==> config.mk <==
export PLATFORM = sky130hd
export DESIGN_NAME = hdlc_rx_filter
export DESIGN_NICKNAME = d
export VERILOG_FILES = /design/src/rtl/hdlc_rx_pkg.sv /design/src/rtl/hdlc_rx_linecls.sv /design/src/rtl/hdlc_rx_crc.sv /design/src/rtl/hdlc_rx_outreg.sv /design/src/rtl/hdlc_rx_filter.sv
export SDC_FILE = /design/constraint.sdc
export NUM_CORES = 1
export LEC_CHECK = 0
export ABC_AREA = 1
export ABC_CLOCK_PERIOD_IN_PS = 2070
export BUFFER_PORTS_ARGS = -buffer_cell sky130_fd_sc_hd__buf_2
export CORE_MARGIN = 2
export CORE_UTILIZATION = 45
export CTS_BUF_LIST = sky130_fd_sc_hd__clkbuf_8 sky130_fd_sc_hd__clkbuf_16
export CTS_CLUSTER_DIAMETER = 150
export DETAILED_ROUTE_END_ITERATION = 12
export SLEW_MARGIN = 0
export SYNTH_ARGS = -nofsm -noshare
export SYNTH_HDL_FRONTEND = slang
export SYNTH_SLANG_ARGS = --single-unit
export TNS_END_PERCENT = 100
==> constraint.sdc <==
create_clock -name clk -period 2.07 [get_ports clk]
set_input_delay 0.414 -clock clk [delete_from_list [all_inputs] [get_ports clk]]
set_output_delay 0.414 -clock clk [all_outputs]
set_load 0.02 [all_outputs]
==> src/rtl/hdlc_rx_pkg.sv <==
package hdlc_rx_pkg;

   localparam int BYTE_W = 8;

   // One output beat: byte plus frame status tags
   typedef struct packed {
      logic [BYTE_W-1:0] data;
      logic              eof;
      logic              abort;
      logic              shrt;
      logic              crc_ok;
   } rx_beat_t;

endpackage

==> src/rtl/hdlc_rx_linecls.sv <==
// Classifies each enabled line bit by the run of ones before it:
// flag, abort, deleted stuffing zero or ordinary data bit.
module hdlc_rx_linecls #(
   parameter int FLAG_RUN = 6
) (
   input  logic clk,
   input  logic rst_n,
   input  logic bit_en,
   input  logic rx_bit,
   output logic ev_flag,
   output logic ev_abort,
   output logic ev_data
);
   localparam int RUN_W = $clog2(FLAG_RUN + 2);
   localparam logic [RUN_W-1:0] STUFF_AT = RUN_W'(FLAG_RUN - 1);
   localparam logic [RUN_W-1:0] FLAG_AT  = RUN_W'(FLAG_RUN);
   localparam logic [RUN_W-1:0] RUN_SAT  = RUN_W'(FLAG_RUN + 1);

   logic [RUN_W-1:0] run_q;

   always_comb begin
      ev_flag  = bit_en && !rx_bit && (run_q == FLAG_AT);
      ev_abort = bit_en &&  rx_bit && (run_q == FLAG_AT);
      if (rx_bit)
         ev_data = bit_en && (run_q != FLAG_AT) && (run_q != RUN_SAT);
      else
         ev_data = bit_en && (run_q != FLAG_AT) && (run_q != STUFF_AT);
   end

   always_ff @(posedge clk or negedge rst_n) begin
      if (!rst_n)
         run_q <= '0;
      else if (bit_en) begin
         if (!rx_bit)
            run_q <= '0;
         else if (run_q != RUN_SAT)
            run_q <= run_q + 1'b1;
      end
   end

   // a zero after exactly five ones never reaches the byte assembler
   assert_stuff_drop_R3: assert property (@(posedge clk) disable iff (!rst_n)
      (bit_en && !rx_bit && run_q == STUFF_AT) |-> !ev_data && !ev_flag);

endmodule

==> src/rtl/hdlc_rx_crc.sv <==
// Frame check register, advanced a whole byte per update.
module hdlc_rx_crc #(
   parameter int             W         = 16,
   parameter logic [W-1:0]   POLY      = 16'h8408,
   parameter logic [W-1:0]   INIT      = 16'hFFFF,
   parameter bit             LSB_FIRST = 1'b1
) (
   input  logic         clk,
   input  logic         rst_n,
   input  logic         clr,
   input  logic         upd,
   input  logic [7:0]   byte_in,
   output logic [W-1:0] crc_q
);
   logic [W-1:0] crc_nxt;

   generate
      if (LSB_FIRST) begin : g_reflected
         always_comb begin
            logic [W-1:0] c;
            logic         fb;
            c = crc_q;
            for (int k = 0; k < 8; k++) begin
               fb = c[0] ^ byte_in[k];
               c  = c >> 1;
               if (fb) c = c ^ POLY;
            end
            crc_nxt = c;
         end
      end else begin : g_direct
         always_comb begin
            logic [W-1:0] c;
            logic         fb;
            c = crc_q;
            for (int k = 0; k < 8; k++) begin
               fb = c[W-1] ^ byte_in[7-k];
               c  = c << 1;
               if (fb) c = c ^ POLY;
            end
            crc_nxt = c;
         end
      end
   endgenerate

   always_ff @(posedge clk or negedge rst_n) begin
      if (!rst_n)   crc_q <= INIT;
      else if (clr) crc_q <= INIT;
      else if (upd) crc_q <= crc_nxt;
   end

   // every frame starts its check from the preset value
   assert_crc_preset_R5: assert property (@(posedge clk) disable iff (!rst_n)
      clr |=> crc_q == INIT);

endmodule

==> src/rtl/hdlc_rx_outreg.sv <==
// Single output stage of the valid/ready stream.
module hdlc_rx_outreg
   import hdlc_rx_pkg::*;
(
   input  logic     clk,
   input  logic     rst_n,
   input  logic     load,
   input  rx_beat_t beat_in,
   input  logic     ready,
   output logic     valid,
   output rx_beat_t beat_q
);
   always_ff @(posedge clk or negedge rst_n) begin
      if (!rst_n) begin
         valid  <= 1'b0;
         beat_q <= '0;
      end else if (load && (!valid || ready)) begin
         valid  <= 1'b1;
         beat_q <= beat_in;
      end else if (ready) begin
         valid  <= 1'b0;
      end
   end

   // a stalled beat stays put
   assert_hold_stable_R12: assert property (@(posedge clk) disable iff (!rst_n)
      (valid && !ready) |=> valid && $stable(beat_q));

   // an abort tag only ever comes with end of frame
   assert_abort_has_eof_R9: assert property (@(posedge clk) disable iff (!rst_n)
      (valid && beat_q.abort) |-> beat_q.eof);

   // CRC result only on a normally closed frame
   assert_crc_on_close_R5: assert property (@(posedge clk) disable iff (!rst_n)
      (valid && beat_q.crc_ok) |-> beat_q.eof && !beat_q.abort);

   // short status only on a normally closed frame
   assert_short_on_close_R8: assert property (@(posedge clk) disable iff (!rst_n)
      (valid && beat_q.shrt) |-> beat_q.eof && !beat_q.abort);

endmodule

==> src/rtl/hdlc_rx_filter.sv <==
module hdlc_rx_filter
   import hdlc_rx_pkg::*;
#(
   parameter int                CRC_W       = 16,
   parameter logic [CRC_W-1:0]  CRC_POLY    = 16'h8408,
   parameter logic [CRC_W-1:0]  CRC_INIT    = 16'hFFFF,
   parameter logic [CRC_W-1:0]  CRC_RESIDUE = 16'hF0B8,
   parameter bit                CRC_LSB     = 1'b1,
   parameter int                FLAG_RUN    = 6,
   parameter logic [7:0]        BCAST_ADDR  = 8'hFF
) (
   input  logic       clk,
   input  logic       rst_n,
   input  logic       bit_en,
   input  logic       rx_bit,
   input  logic       hunt_req,
   input  logic [1:0] addr_mode,
   input  logic [7:0] station_addr,
   input  logic       out_ready,
   output logic       out_valid,
   output logic [7:0] out_data,
   output logic       out_eof,
   output logic       out_abort,
   output logic       out_short,
   output logic       out_crc_ok
);
   // Bytes held back: the check field plus the byte that may be last data
   localparam int HOLD    = CRC_W / 8 + 1;
   localparam int TOT_MAX = HOLD + 1;
   localparam int TOT_W   = $clog2(TOT_MAX + 1);
   localparam logic [TOT_W-1:0] HOLD_C = TOT_W'(HOLD);
   localparam logic [TOT_W-1:0] MAX_C  = TOT_W'(TOT_MAX);

   generate
      if (CRC_W % 8 != 0) begin : g_bad_crc_w
         $error("CRC_W must be a whole number of bytes");
      end
      if (FLAG_RUN < 3) begin : g_bad_flag_run
         $error("FLAG_RUN too small");
      end
   endgenerate

   logic ev_flag, ev_abort, ev_data;

   hdlc_rx_linecls #(.FLAG_RUN(FLAG_RUN)) u_linecls (
      .clk      (clk),
      .rst_n    (rst_n),
      .bit_en   (bit_en),
      .rx_bit   (rx_bit),
      .ev_flag  (ev_flag),
      .ev_abort (ev_abort),
      .ev_data  (ev_data)
   );

   logic             hunting_q;
   logic [7:0]       sh_q;
   logic [2:0]       bcnt_q;
   logic [TOT_W-1:0] tot_q;
   logic [7:0]       slot_q [HOLD];
   logic [CRC_W-1:0] crc_val;

   logic       byte_done, filt_on, addr_hit, reject, keep;
   logic       held_full, close_out, abort_out, push_out, emit;
   logic [7:0] new_byte;
   rx_beat_t   beat_nxt, beat_q;

   always_comb begin
      new_byte  = {rx_bit, sh_q[7:1]};
      byte_done = ev_data && !hunting_q && (bcnt_q == 3'd7);
      filt_on   = (addr_mode != 2'b00);
      addr_hit  = (new_byte == station_addr) || (new_byte == BCAST_ADDR);
      reject    = byte_done && (tot_q == '0) && filt_on && !addr_hit;
      keep      = byte_done && !reject;
      held_full = (tot_q >= HOLD_C);
      close_out = ev_flag  && !hunting_q && held_full;
      abort_out = ev_abort && !hunting_q && held_full;
      push_out  = keep && held_full;
      emit      = !hunt_req && (close_out || abort_out || push_out);

      beat_nxt.data   = slot_q[HOLD-1];
      beat_nxt.eof    = close_out || abort_out;
      beat_nxt.abort  = abort_out;
      beat_nxt.shrt   = close_out && filt_on && (tot_q == HOLD_C);
      beat_nxt.crc_ok = close_out && (crc_val == CRC_RESIDUE);
   end

   always_ff @(posedge clk or negedge rst_n) begin
      if (!rst_n) begin
         hunting_q <= 1'b1;
         sh_q      <= '0;
         bcnt_q    <= '0;
         tot_q     <= '0;
      end else if (hunt_req) begin
         hunting_q <= 1'b1;
         bcnt_q    <= '0;
         tot_q     <= '0;
      end else if (bit_en) begin
         if (ev_flag) begin
            hunting_q <= 1'b0;
            bcnt_q    <= '0;
            tot_q     <= '0;
         end else if (ev_abort) begin
            hunting_q <= 1'b1;
            bcnt_q    <= '0;
            tot_q     <= '0;
         end else if (ev_data && !hunting_q) begin
            sh_q   <= new_byte;
            bcnt_q <= bcnt_q + 3'd1;
            if (reject) begin
               hunting_q <= 1'b1;
               tot_q     <= '0;
            end else if (byte_done && tot_q != MAX_C) begin
               tot_q <= tot_q + 1'b1;
            end
         end
      end
   end

   // Hold-back line: newest byte enters slot 0, oldest leaves from the end
   generate
      for (genvar i = 0; i < HOLD; i++) begin : g_slot
         always_ff @(posedge clk or negedge rst_n) begin
            if (!rst_n)
               slot_q[i] <= '0;
            else if (keep && !hunt_req) begin
               if (i == 0) slot_q[i] <= new_byte;
               else        slot_q[i] <= slot_q[(i == 0) ? 0 : i-1];
            end
         end
      end
   endgenerate

   hdlc_rx_crc #(
      .W         (CRC_W),
      .POLY      (CRC_POLY),
      .INIT      (CRC_INIT),
      .LSB_FIRST (CRC_LSB)
   ) u_crc (
      .clk     (clk),
      .rst_n   (rst_n),
      .clr     (hunt_req || ev_flag),
      .upd     (keep),
      .byte_in (new_byte),
      .crc_q   (crc_val)
   );

   hdlc_rx_outreg u_outreg (
      .clk     (clk),
      .rst_n   (rst_n),
      .load    (emit),
      .beat_in (beat_nxt),
      .ready   (out_ready),
      .valid   (out_valid),
      .beat_q  (beat_q)
   );

   assign out_data   = beat_q.data;
   assign out_eof    = beat_q.eof;
   assign out_abort  = beat_q.abort;
   assign out_short  = beat_q.shrt;
   assign out_crc_ok = beat_q.crc_ok;

   // an abort always leaves the block hunting
   assert_abort_hunts_R9: assert property (@(posedge clk) disable iff (!rst_n)
      ev_abort |=> hunting_q);

   // enter-hunt request empties the frame state
   assert_enter_hunt_R11: assert property (@(posedge clk) disable iff (!rst_n)
      hunt_req |=> hunting_q && (tot_q == '0));

   // a mismatching first byte drops the rest of the frame
   assert_reject_hunts_R7: assert property (@(posedge clk) disable iff (!rst_n)
      reject |=> hunting_q);

   // a flag always leaves the block inside a frame, ready for data
   assert_flag_opens_R2: assert property (@(posedge clk) disable iff (!rst_n)
      (ev_flag && !hunt_req) |=> !hunting_q && (bcnt_q == 3'd0));

endmodule

Word-level counts from Yosys, hierarchy flattened
Cells that the tools add are included.
Widths: inputs -> output; s select.
{"block": "totals", "regBits": 71, "inputBits": 16, "out_inout_bits": 13, "elab_cells": 131}
{"block": "op_classes", "n_addsub": 3, "n_lt_le_gt_ge": 1, "n_eq_ne": 11, "n_mux": 33, "bitwise_logic": 19, "n_reduce_logical": 49}
{"op": "$mux 16", "count": 10}
{"op": "$mux 3", "count": 14}
{"op": "$logic_and 1x1->1", "count": 25}
{"op": "$not 2->3", "count": 8}
{"op": "$eq 16x16->1 const B", "count": 1}
{"op": "$ne 3x3->1 const B", "count": 4}
{"op": "$add 3x1->3 const B", "count": 3}
{"op": "$mux 1", "count": 9}
{"op": "$eq 8x8->1", "count": 1}
{"op": "$eq 8x8->1 const B", "count": 1}
{"op": "$reduce_bool 2->1", "count": 4}
{"op": "$reduce_bool 4->1", "count": 2}
{"op": "$xor 1x1->1", "count": 8}
{"op": "$eq 3x3->1 const B", "count": 2}
{"op": "$logic_not 1->1", "count": 6}
{"op": "$reduce_and 3->1", "count": 2}
{"op": "$logic_or 1x1->1", "count": 5}
{"op": "$reduce_and 5->1", "count": 1}
{"op": "$reduce_bool 5->1", "count": 1}
{"op": "$reduce_and 2->1", "count": 2}
{"op": "$eq 3x2->1 const B", "count": 1}
{"op": "$ge 3x2->1 const B", "count": 1}
{"op": "$logic_not 3->1", "count": 1}
{"op": "$not 1->1", "count": 3}
{"op": "$ne 2x1->1 const B", "count": 1}

Logic depth before layout (Yosys ltp)
Gate-level depths: netlist (run 1).
{"block": "depth", "ltp_word": 18, "depth_mapped": 15, "ltp_nobuf": 13}

Cells and area by module
From an unflattened synthesis (run 1), not the netlist that was laid out.
{"block": "unflattened", "cells_unflattened": 457, "hier_area_um2": 3837.4}
{"mod": "hdlc_rx_filter", "instances": 1, "cells_per_inst": 236, "area_each_um2": 2063.2, "seq_area_each_um2": 952.2}
{"mod": "hdlc_rx_crc", "instances": 1, "cells_per_inst": 133, "area_each_um2": 1019.7, "seq_area_each_um2": 420.4}
{"mod": "hdlc_rx_outreg", "instances": 1, "cells_per_inst": 56, "area_each_um2": 521.8, "seq_area_each_um2": 325.3}
{"mod": "hdlc_rx_linecls", "instances": 1, "cells_per_inst": 32, "area_each_um2": 232.7, "seq_area_each_um2": 75.1}

Least setup slack after synthesis (run 1)
OpenSTA, ideal clock, no wires.
{"block": "synth_timing", "kind": "reg-to-reg", "from": "register u_linecls.run_q[0]", "to": "register slot_q[10] in the netlist's numbering", "setup_time_ps": 120, "arrival_time_ps": 1754, "required_time_ps": 1950, "slack_ps": 196, "stages_incl_launch_ff": 15, "n_path_buf": 2, "period_less_slack_ps": 1874, "cell_sequence": "dfrtp_1 > ha_1 > ha_1 > nand2_2 > nand2_4 > nor2_4 > nand3_2 > nor2_2 > nand2_2 > nand2_2 > inv_2 > nand2_2 > buf_6 > buf_6 > a21oi_2"}
{"block": "synth_via", "elab_chain_len": 12, "elab_cells_between_ends": 15, "cone_classes": "eq/ne: 3; mux: 1; reduce/logical: 11"}
{"element": "start: declaration", "line_no": "hdlc_rx_linecls.sv:19", "source": "logic [RUN_W-1:0] run_q;"}
{"element": "start signal: assignment", "line_no": "hdlc_rx_linecls.sv:37", "source": "run_q <= run_q + 1'b1;"}
{"element": "$ne 3x3->1", "line_no": "hdlc_rx_linecls.sv:25, hdlc_rx_linecls.sv:27"}
{"element": "$logic_and 1x1->1", "line_no": "hdlc_rx_linecls.sv:25, hdlc_rx_linecls.sv:27"}
{"element": "$logic_and 1x1->1, on equally long branches", "line_no": "hdlc_rx_linecls.sv:27, hdlc_rx_linecls.sv:25"}
{"element": "$mux 1 *", "line_no": "hdlc_rx_linecls.sv:24", "source": "if (rx_bit)"}
{"element": "$logic_and 1x1->1 * (2 in a row)", "line_no": "hdlc_rx_filter.sv:69", "source": "byte_done = ev_data && !hunting_q && (bcnt_q == 3'd7);"}
{"element": "$logic_and 1x1->1 (3 in a row)", "line_no": "hdlc_rx_filter.sv:72", "source": "reject = byte_done && (tot_q == '0) && filt_on && !addr_hit;"}
{"element": "$logic_not 1->1", "line_no": "hdlc_rx_filter.sv:73", "source": "keep = byte_done && !reject;"}
{"element": "$logic_and 1x1->1 *", "line_no": "hdlc_rx_filter.sv:73"}
{"element": "$logic_and 1x1->1 *", "line_no": "hdlc_rx_filter.sv:125", "source": "else if (keep && !hunt_req) begin"}
{"element": "end signal: indexed assignment", "line_no": "hdlc_rx_filter.sv:126", "source": "if (i == 0) slot_q[i] <= new_byte;"}
{"element": "end signal: indexed assignment", "line_no": "hdlc_rx_filter.sv:127", "source": "else slot_q[i] <= slot_q[(i == 0) ? 0 : i-1];"}
{"element": "end: declaration", "line_no": "hdlc_rx_filter.sv:59", "source": "logic [7:0] slot_q [HOLD];"}
Mark *: on every way between the ends. The rest lies on a longest branch, timed or not.
A chain may end at the register's enable or synchronous reset.

Worst setup path after layout (run 1)
{"block": "layout_timing", "from": "register u_linecls.run_q[0]", "to": "register slot_q[13] in the netlist's numbering"}
The elaborated chain is that of the path after synthesis.

==> results of run 1 <==
## final cells by class
class / instances / area [sq um] / share of cell area (%)
flip-flops and latches: 70 / 1770 / 42.2
inverters: 44 / 173 / 4.11
well taps: 102 / 128 / 3.04
clock inverters: 7 / 105 / 2.50
repair buffers: 46 / 369 / 8.79
multi-input cells: 280 / 1530 / 36.4
clock buffers: 9 / 124 / 2.95
## worst reg2reg max path: cells and delay by family, from the launching register on
family	cells	cell delay, ns
buffers and inverters	2	0.22
AO/OA/AOI/OAI	1	0.09
adder cells (fa/ha/maj)	2	0.35
AND/OR/NAND/NOR	9	0.77
flip-flops	1	0.41
## per-stage QoR
step / setup WS [ns] / std cells / TNS (ns)
CTS: 0.0691 / 551 / 0
detailed placement: 0.0789 / 535 / 0
global route: -0.00915 / 558 / -0.0154
finish: 0.162 / 558 / 0
global placement: 0.0607 / 535 / 0
floorplan: 0.196 / 407 / 0
## logic make-up after synthesis
family,Yosys count
AOI/OAI and AO/OA,64
DFF,70
xor gates and xnor gates,24
and+or+nand+nor,183
buffers and inverters,57
adders and majority gates,9
## synthesized netlist by cell type (7+ instances only)
| cell type | instances |
|---|---|
| nand2_1 | 111 |
| ha_1 | 9 |
| nor2_1 | 30 |
| xnor2_1 | 14 |
| nand3_1 | 22 |
| a21oi_2 | 9 |
| xor2_1 | 10 |
| dfrtp_1 | 53 |
| a21oi_1 | 7 |
| inv_1 | 42 |
| o21ai_0 | 39 |
| buf_2 | 7 |
| dfstp_2 | 17 |
## metal layers
metal  vias to the layer above  global-route usage (%)
met2                        49                    27.0
met3                         9                    4.72
li1                       1380                       -
met5                         -                       0
met1                      1271                    26.1
met4                         0                    6.72
## power by group through the flow
stage | clock [uW] | combinational, uW | sequential (uW)
3_3_place_gp | 0 | 416 | 1540
6_report | 1300 | 428 | 1510
5_1_grt | 1390 | 488 | 1520
4_1_cts | 1320 | 426 | 1510
2_1_floorplan | 0 | 302 | 1520
3_5_place_dp | 0 | 421 | 1540
## how the worst min path moves through the flow
| stage | endpoint | slack, ns | cells after the start |
|---|---|---|---|
| finish | u_linecls.run_q[2] | 0.08 | 2 |
| global route | tot_q[2] | 0.10 | 2 |
| CTS | tot_q[2] | 0.08 | 2 |
| detailed placement | u_outreg.beat_q[5] | 0.45 | 2 |
| global placement | u_outreg.beat_q[4] | 0.45 | 2 |
| floorplan | bcnt_q[0] | 0.12 | 0 |
## flip-flops by register name, indices dropped and copies added, names as in the netlist
name             count
u_linecls.run_q      3
hunting_q            1
u_crc.crc_q         16
slot_q              16
tot_q                3
u_outreg.beat_q     12
beat_nxt             8
sh_q                 7
bcnt_q               3
u_outreg.valid       1
## what timing repair did
item | 4_1_cts | 5_1_grt
buffers inserted | 0 | 3
endpoints found under the setup margin | 0 | 52
gates resized for setup | 0 | 21
hold buffers | 0 | 0
==> results.sh, run 1 <==
export IMPL_hold_class="in2async"
export IMPL_drc=0
export IMPL_die_h_microns=92.3
export IMPL_syn2layout_area_growth_pct=19.7
export IMPL_tightest_slew_ns=0.461
export IMPL_reg2regPathDepth=14
export IMPL_via_count=2709
export IMPL_grt_pass1_wl_microns=12300
export IMPL_cp_num_buf_inv=2
export IMPL_final_common_cell="nand2_1"
export IMPL_clockBufferDepth=2
export IMPL_dr_first_iter_drc_count=73
export IMPL_coreArea_sq_um=7650
export IMPL_synth_fa_ha_area_share_pct=3.21
export IMPL_track_usage_pct=18.3
export IMPL_utilization_pct=54.9
export IMPL_synth_area_sq_um=3510
export IMPL_met1_length_microns=3670
export IMPL_synth_top_family_by_area="simple AND/OR/NAND/NOR gates"
export IMPL_final_cell_mix="109 x nand2_1, 53 x dfrtp_1, 40 x inv_1, 35 x o21ai_0, 30 x nor2_1"
export IMPL_fmax_mhz=524
export IMPL_synth_edf_count=0
export IMPL_routabilityCongestion=0.857
export IMPL_cts_tree="yes"
export IMPL_drt_total_wl_microns=7340
export IMPL_start_kind="register"
export IMPL_required_ns=2.36
export IMPL_drive_gt1_share_pct=24.6
export IMPL_r2r_slack_ns=0.16
export IMPL_netlist_area_leader_share_pct=37.8
export IMPL_io_buffers=28
export IMPL_post_dp_cell_area_sq_um=3800
export IMPL_cts_made_buffers=9
export IMPL_critPathMaxFanout=8
export IMPL_vias_per_cell=4.85
export IMPL_path_class="reg2reg"
export IMPL_syn_avg_cell_area_sq_um=8.62
export IMPL_synth_seq_cells=70
export IMPL_switching_share_pct=28.9
export IMPL_skew_ns=0.0132
export IMPL_combPwrFrac_pct=13.2
export IMPL_wl_met3_microns=307
export IMPL_yosysUniqueCellTypes=30
export IMPL_ys_seq_area_share_pct=50.5
export IMPL_wl_met2_microns=3260
export IMPL_pwr_share_clk_pct=40.1
export IMPL_synth_cells=407
export IMPL_cts_sinks=70
export IMPL_fin_nets=476
export IMPL_io_pin_count=29
export IMPL_setup_violations=0
export IMPL_fill_cells=727
export IMPL_place_hpwl_microns=4910
export IMPL_max_slew_margin_pct=69.1
export IMPL_crit_path_start="u_linecls.run_q[0]"
export IMPL_path_cells="ha_2 -> ha_2 -> nand2_2 -> nand2_4 -> nor2_4 -> nand3_2 -> nor2_2 -> nand2_2 -> nand2_4 -> inv_4 -> nand2_8 -> clkbuf_16 -> nor2_1 -> a21oi_2"
export IMPL_critical_path_depth=14
export IMPL_clk_latency_ns=0.36
export IMPL_die_width_microns=92.3
export IMPL_p_sw_uw=936
export IMPL_power_density_nw_per_um2=771
export IMPL_fp_row_count=32
export IMPL_synth_main_ff_cell="dfrtp_1"
export IMPL_top_layer="met4"
export IMPL_antenna_found_initial=0
export IMPL_crit_end="slot_q[13]"
export IMPL_synth_area_leaders="dfrtp_1 38%, dfstp_2 13%, nand2_1 12%, o21ai_0 5.6%, inv_1 4.5%"
export IMPL_wl_per_cell_microns=13.2
export IMPL_ant_nets=0
export IMPL_hold_viol_final=0
export IMPL_synth_area_leader_cell="dfrtp_1"
export IMPL_drt_pass1_iterations=4
export IMPL_yosys_area_share_simple_pct=22.4
export IMPL_p_int_uw=2300
export IMPL_r2r_end="slot_q[13]"
export IMPL_crit_family="simple AND/OR/NAND/NOR gates"
export IMPL_stdcell_area_sq_um=4200
export IMPL_root_buffer="clkbuf_8"
export IMPL_initial_core_util_pct=45.9
export IMPL_vdd_ir_drop_max_mv=0.420
export IMPL_fin_crit_ns=1.91
export IMPL_drv_slew=0
export IMPL_p_seq_share_pct=46.7
export IMPL_synthXorXnorAreaFrac_pct=5.99
export IMPL_grt_pass1_vias=2590
export IMPL_drv_cap=0
export IMPL_grt_max_degree=71
export IMPL_yosysWarnings=0
export IMPL_regToRegStartpoint="u_linecls.run_q[0]"
export IMPL_die_area_sq_um=8520
export IMPL_cts_reportedPaths_clkPinSlew_ns=0.09
export IMPL_cp_data_arrival_time_ns=2.20
export IMPL_synth_compound_area_share_pct=10.5
export IMPL_htreeDepth=3
export IMPL_synthMuxAreaShare_pct=0
export IMPL_power_uw=3240
export IMPL_antennaDiodeCount=0
export IMPL_whs_ns=0.0804
export IMPL_synth_async_sr_flop_share_pct=100
export IMPL_status="finished clean"
export IMPL_critPathCaptureType="register"
export IMPL_synth_nets=432
export IMPL_p_leak_uw=0.00211
export IMPL_finalCritPeriodShare_pct=92.2
export IMPL_grt_overflow=0
export IMPL_slowest_delay_ns=0.41
export IMPL_cp_slowest_cell="dfrtp_1"
Note: power is estimated with default switching activity, not from simulation.
==> inputs of run 2 (changes only) <==
--- a/config.mk
+++ b/config.mk
@@ -5,7 +5,7 @@
 export SDC_FILE = /design/constraint.sdc
 export NUM_CORES = 1
 export LEC_CHECK = 0
-export ABC_AREA = 1
+export ABC_AREA = 0
 export ABC_CLOCK_PERIOD_IN_PS = 2070
 export BUFFER_PORTS_ARGS = -buffer_cell sky130_fd_sc_hd__buf_2
 export CORE_MARGIN = 2
==> results.sh, run 2 <==
export IMPL_required_ns=2.31
export IMPL_fp_row_count=32
export IMPL_coreArea_sq_um=7610
export IMPL_final_cells=477
export IMPL_ys_seq_area_share_pct=50.9
export IMPL_cts_made_buffers=9
export IMPL_setup_ws_ns=-0.112
export IMPL_rsz0062_at_grt="true"
export IMPL_critPathCaptureType="register"
export IMPL_vdd_ir_drop_max_mv=0.314
export IMPL_fin_nets=395
export IMPL_die_h_microns=92.0
export IMPL_final_common_cell="dfrtp_1"
export IMPL_synth_nets=318
export IMPL_ant_nets=0
export IMPL_reg2regPathDepth=9
export IMPL_synth_edf_count=0
export IMPL_yosysMostFrequentCell="dfrtp_1"
export IMPL_p_leak_uw=0.00203
export IMPL_status="finished with violations"
export IMPL_syn_avg_cell_area_sq_um=11.9
export IMPL_track_usage_pct=19.1
export IMPL_fmax_mhz=458
export IMPL_syn2layout_area_growth_pct=29.2
export IMPL_grt_pass1_vias=2552
export IMPL_clk_latency_ns=0.35
export IMPL_via_count=2523
export IMPL_cp_data_arrival_time_ns=2.42
export IMPL_cts_reportedPaths_clkPinSlew_ns=0.08
export IMPL_netlist_area_leader_share_pct=38.1
export IMPL_die_area_sq_um=8460
export IMPL_antennaDiodeCount=0
export IMPL_drt_pass1_iterations=4
export IMPL_max_slew_margin_pct=69.6
export IMPL_place_hpwl_microns=4930
export IMPL_regToRegStartpoint="u_linecls.run_q[0]"
export IMPL_top_regs="slot_q (16), u_crc.crc_q (16), u_outreg.beat_q (12)"
export IMPL_ys_top_cells_by_count="53 x dfrtp_1, 30 x o21ai_0, 28 x mux2_2, 25 x xnor2_1, 17 x dfstp_2"
export IMPL_die_width_microns=92.0
export IMPL_synth_area_sq_um=3480
export IMPL_drt_total_wl_microns=7730
export IMPL_r2r_slack_ns=-0.11
export IMPL_post_place_ws_ns=-0.133
export IMPL_synth_async_sr_flop_share_pct=100
export IMPL_wl_per_cell_microns=16.2
export IMPL_initial_core_util_pct=45.8
export IMPL_skew_ns=0.00897
export IMPL_dp_cells=450
export IMPL_path_class="reg2reg"
export IMPL_vias_per_cell=5.29
export IMPL_antenna_found_initial=0
export IMPL_routabilityCongestion=0.781
export IMPL_root_buffer="clkbuf_8"
export IMPL_io_buffers=28
export IMPL_cts_sinks=70
export IMPL_hold_class="in2async"
export IMPL_drive_gt1_share_pct=45.6
export IMPL_cts_tree="yes"
export IMPL_whs_ns=0.0762
export IMPL_clockBufferDepth=2
export IMPL_dr_first_iter_drc_count=72
export IMPL_final_cell_mix="53 x dfrtp_1, 37 x buf_4, 28 x buf_2, 25 x xnor2_1, 24 x o21ai_0"
export IMPL_yosysWarnings=0
export IMPL_htreeDepth=3
export IMPL_synth_area_leaders="dfrtp_1 38%, dfstp_2 13%, mux2_2 9.1%, xnor2_1 6.3%, mux2_4 4.3%"
export IMPL_r2r_end="beat_nxt[5]"
export IMPL_grt_pass1_wl_microns=12600
export IMPL_tightest_slew_ns=0.453
export IMPL_setup_violations=37
export IMPL_drc=0
export IMPL_synth_area_leader_cell="dfrtp_1"
export IMPL_power_density_nw_per_um2=599
export IMPL_io_pin_count=29
export IMPL_grt_overflow=0
export IMPL_yosysUniqueCellTypes=46
export IMPL_finalCritPeriodShare_pct=105
export IMPL_violations="negative setup slack"
export IMPL_drv_cap=0
export IMPL_drv_slew=0
export IMPL_grt_max_degree=71
export IMPL_start_kind="register"
export IMPL_synth_seq_cells=70
export IMPL_fin_crit_ns=2.18
export IMPL_hold_viol_final=0
export IMPL_critPathMaxFanout=6
export IMPL_synth_cells=293
export IMPL_synth_main_ff_cell="dfrtp_1"
==> run 2: cell count changes after synthesis, moves of 9 or more <==
cell	change
nand2_1	-100
mux2_4	+10
o21ai_0	-9
xnor2_1	+11
nand3_1	-17
a21oi_2	-9
inv_1	-34
mux2_2	+28
nor2_1	-22
==> run 2: worst max path at each step <==
stage	startpoint	end	slack, ns
final	u_linecls.run_q[0]	beat_nxt[5]	-0.11
after global placement	u_linecls.run_q[1]	u_outreg.beat_q[10]	-0.09
after detailed placement	u_linecls.run_q[1]	u_outreg.beat_q[10]	-0.13
after CTS	u_linecls.run_q[0]	slot_q[9]	-0.10
after global routing	u_linecls.run_q[0]	beat_nxt[5]	-0.23
after floorplan	u_linecls.run_q[1]	slot_q[12]	-0.08
==> run 2: cells by family after synthesis <==
kind of cell / after synthesis / synth area share (%)
AOI/OAI and AO/OA: 60 / 10.3
DFF: 70 / 50.9
buffers and inverters: 22 / 3.13
xor gates and xnor gates: 32 / 8.05
muxes: 42 / 14.6
and+or+nand+nor: 58 / 9.73
adders and majority gates: 9 / 3.23
==> run 2: worst max-delay path, cell delays in order (launching register included) <==
cell	delay, ns
dfrtp_1	0.41
ha_2	0.20
ha_4	0.16
a21bo_4	0.22
nor3b_4	0.21
nand2_2	0.10
nor3_4	0.16
buf_6	0.15
clkbuf_16	0.14
mux2_2	0.32
==> run 2: final cells by class <==
type | count | area (sq um)
clock buffer | 9 | 124
clock inverter | 7 | 73.8
fill | 654 | 3110
inverter | 8 | 30.0
multi-input combinational | 201 | 1700
sequential | 70 | 1770
tap | 102 | 128
timing repair buffer | 80 | 671
==> run 2: metal layers <==
metal | wire length (microns) | GRT usage, %
met1 | 3720 | 27.2
met3 | 321 | 3.20
met4 | 121 | 7.09
met5 | 0 | 0
met2 | 3570 | 29.4
==> run 2: stage by stage <==
| stage | power (uW) | TNS, ns | area, sq um | util, % |
|---|---|---|---|---|
| final | 2700 | -2.96 | 4500 | 59.1 |
| after global routing | 2820 | -7.04 | 4500 | 59.1 |
| after CTS | 2710 | -2.90 | 4310 | 56.7 |
| after detailed placement | 1580 | -3.52 | 4040 | 53.1 |
| after global placement | 1580 | -2.15 | 4040 | 53.1 |
| after floorplan | 1490 | -2.22 | 3510 | - |
==> run 2: power by group <==
part / switching (uW) / total [uW] / internal, uW / leakage (uW)
clock network: 555 / 1120 / 560 / 0.0000996
registers: 7.31 / 1380 / 1380 / 0.000912
logic: 109 / 196 / 87.0 / 0.00102
total: 671 / 2700 / 2020 / 0.00203
==> run 2: repair_timing <==
item | 4_1_cts | 5_1_grt
pin swaps | 0 | 2
cloned | 1 | 4
gates resized for setup | 8 | 28
setup endpoints to repair | 48 | 63
buffers inserted | 4 | 4
hold buffers | 0 | 0
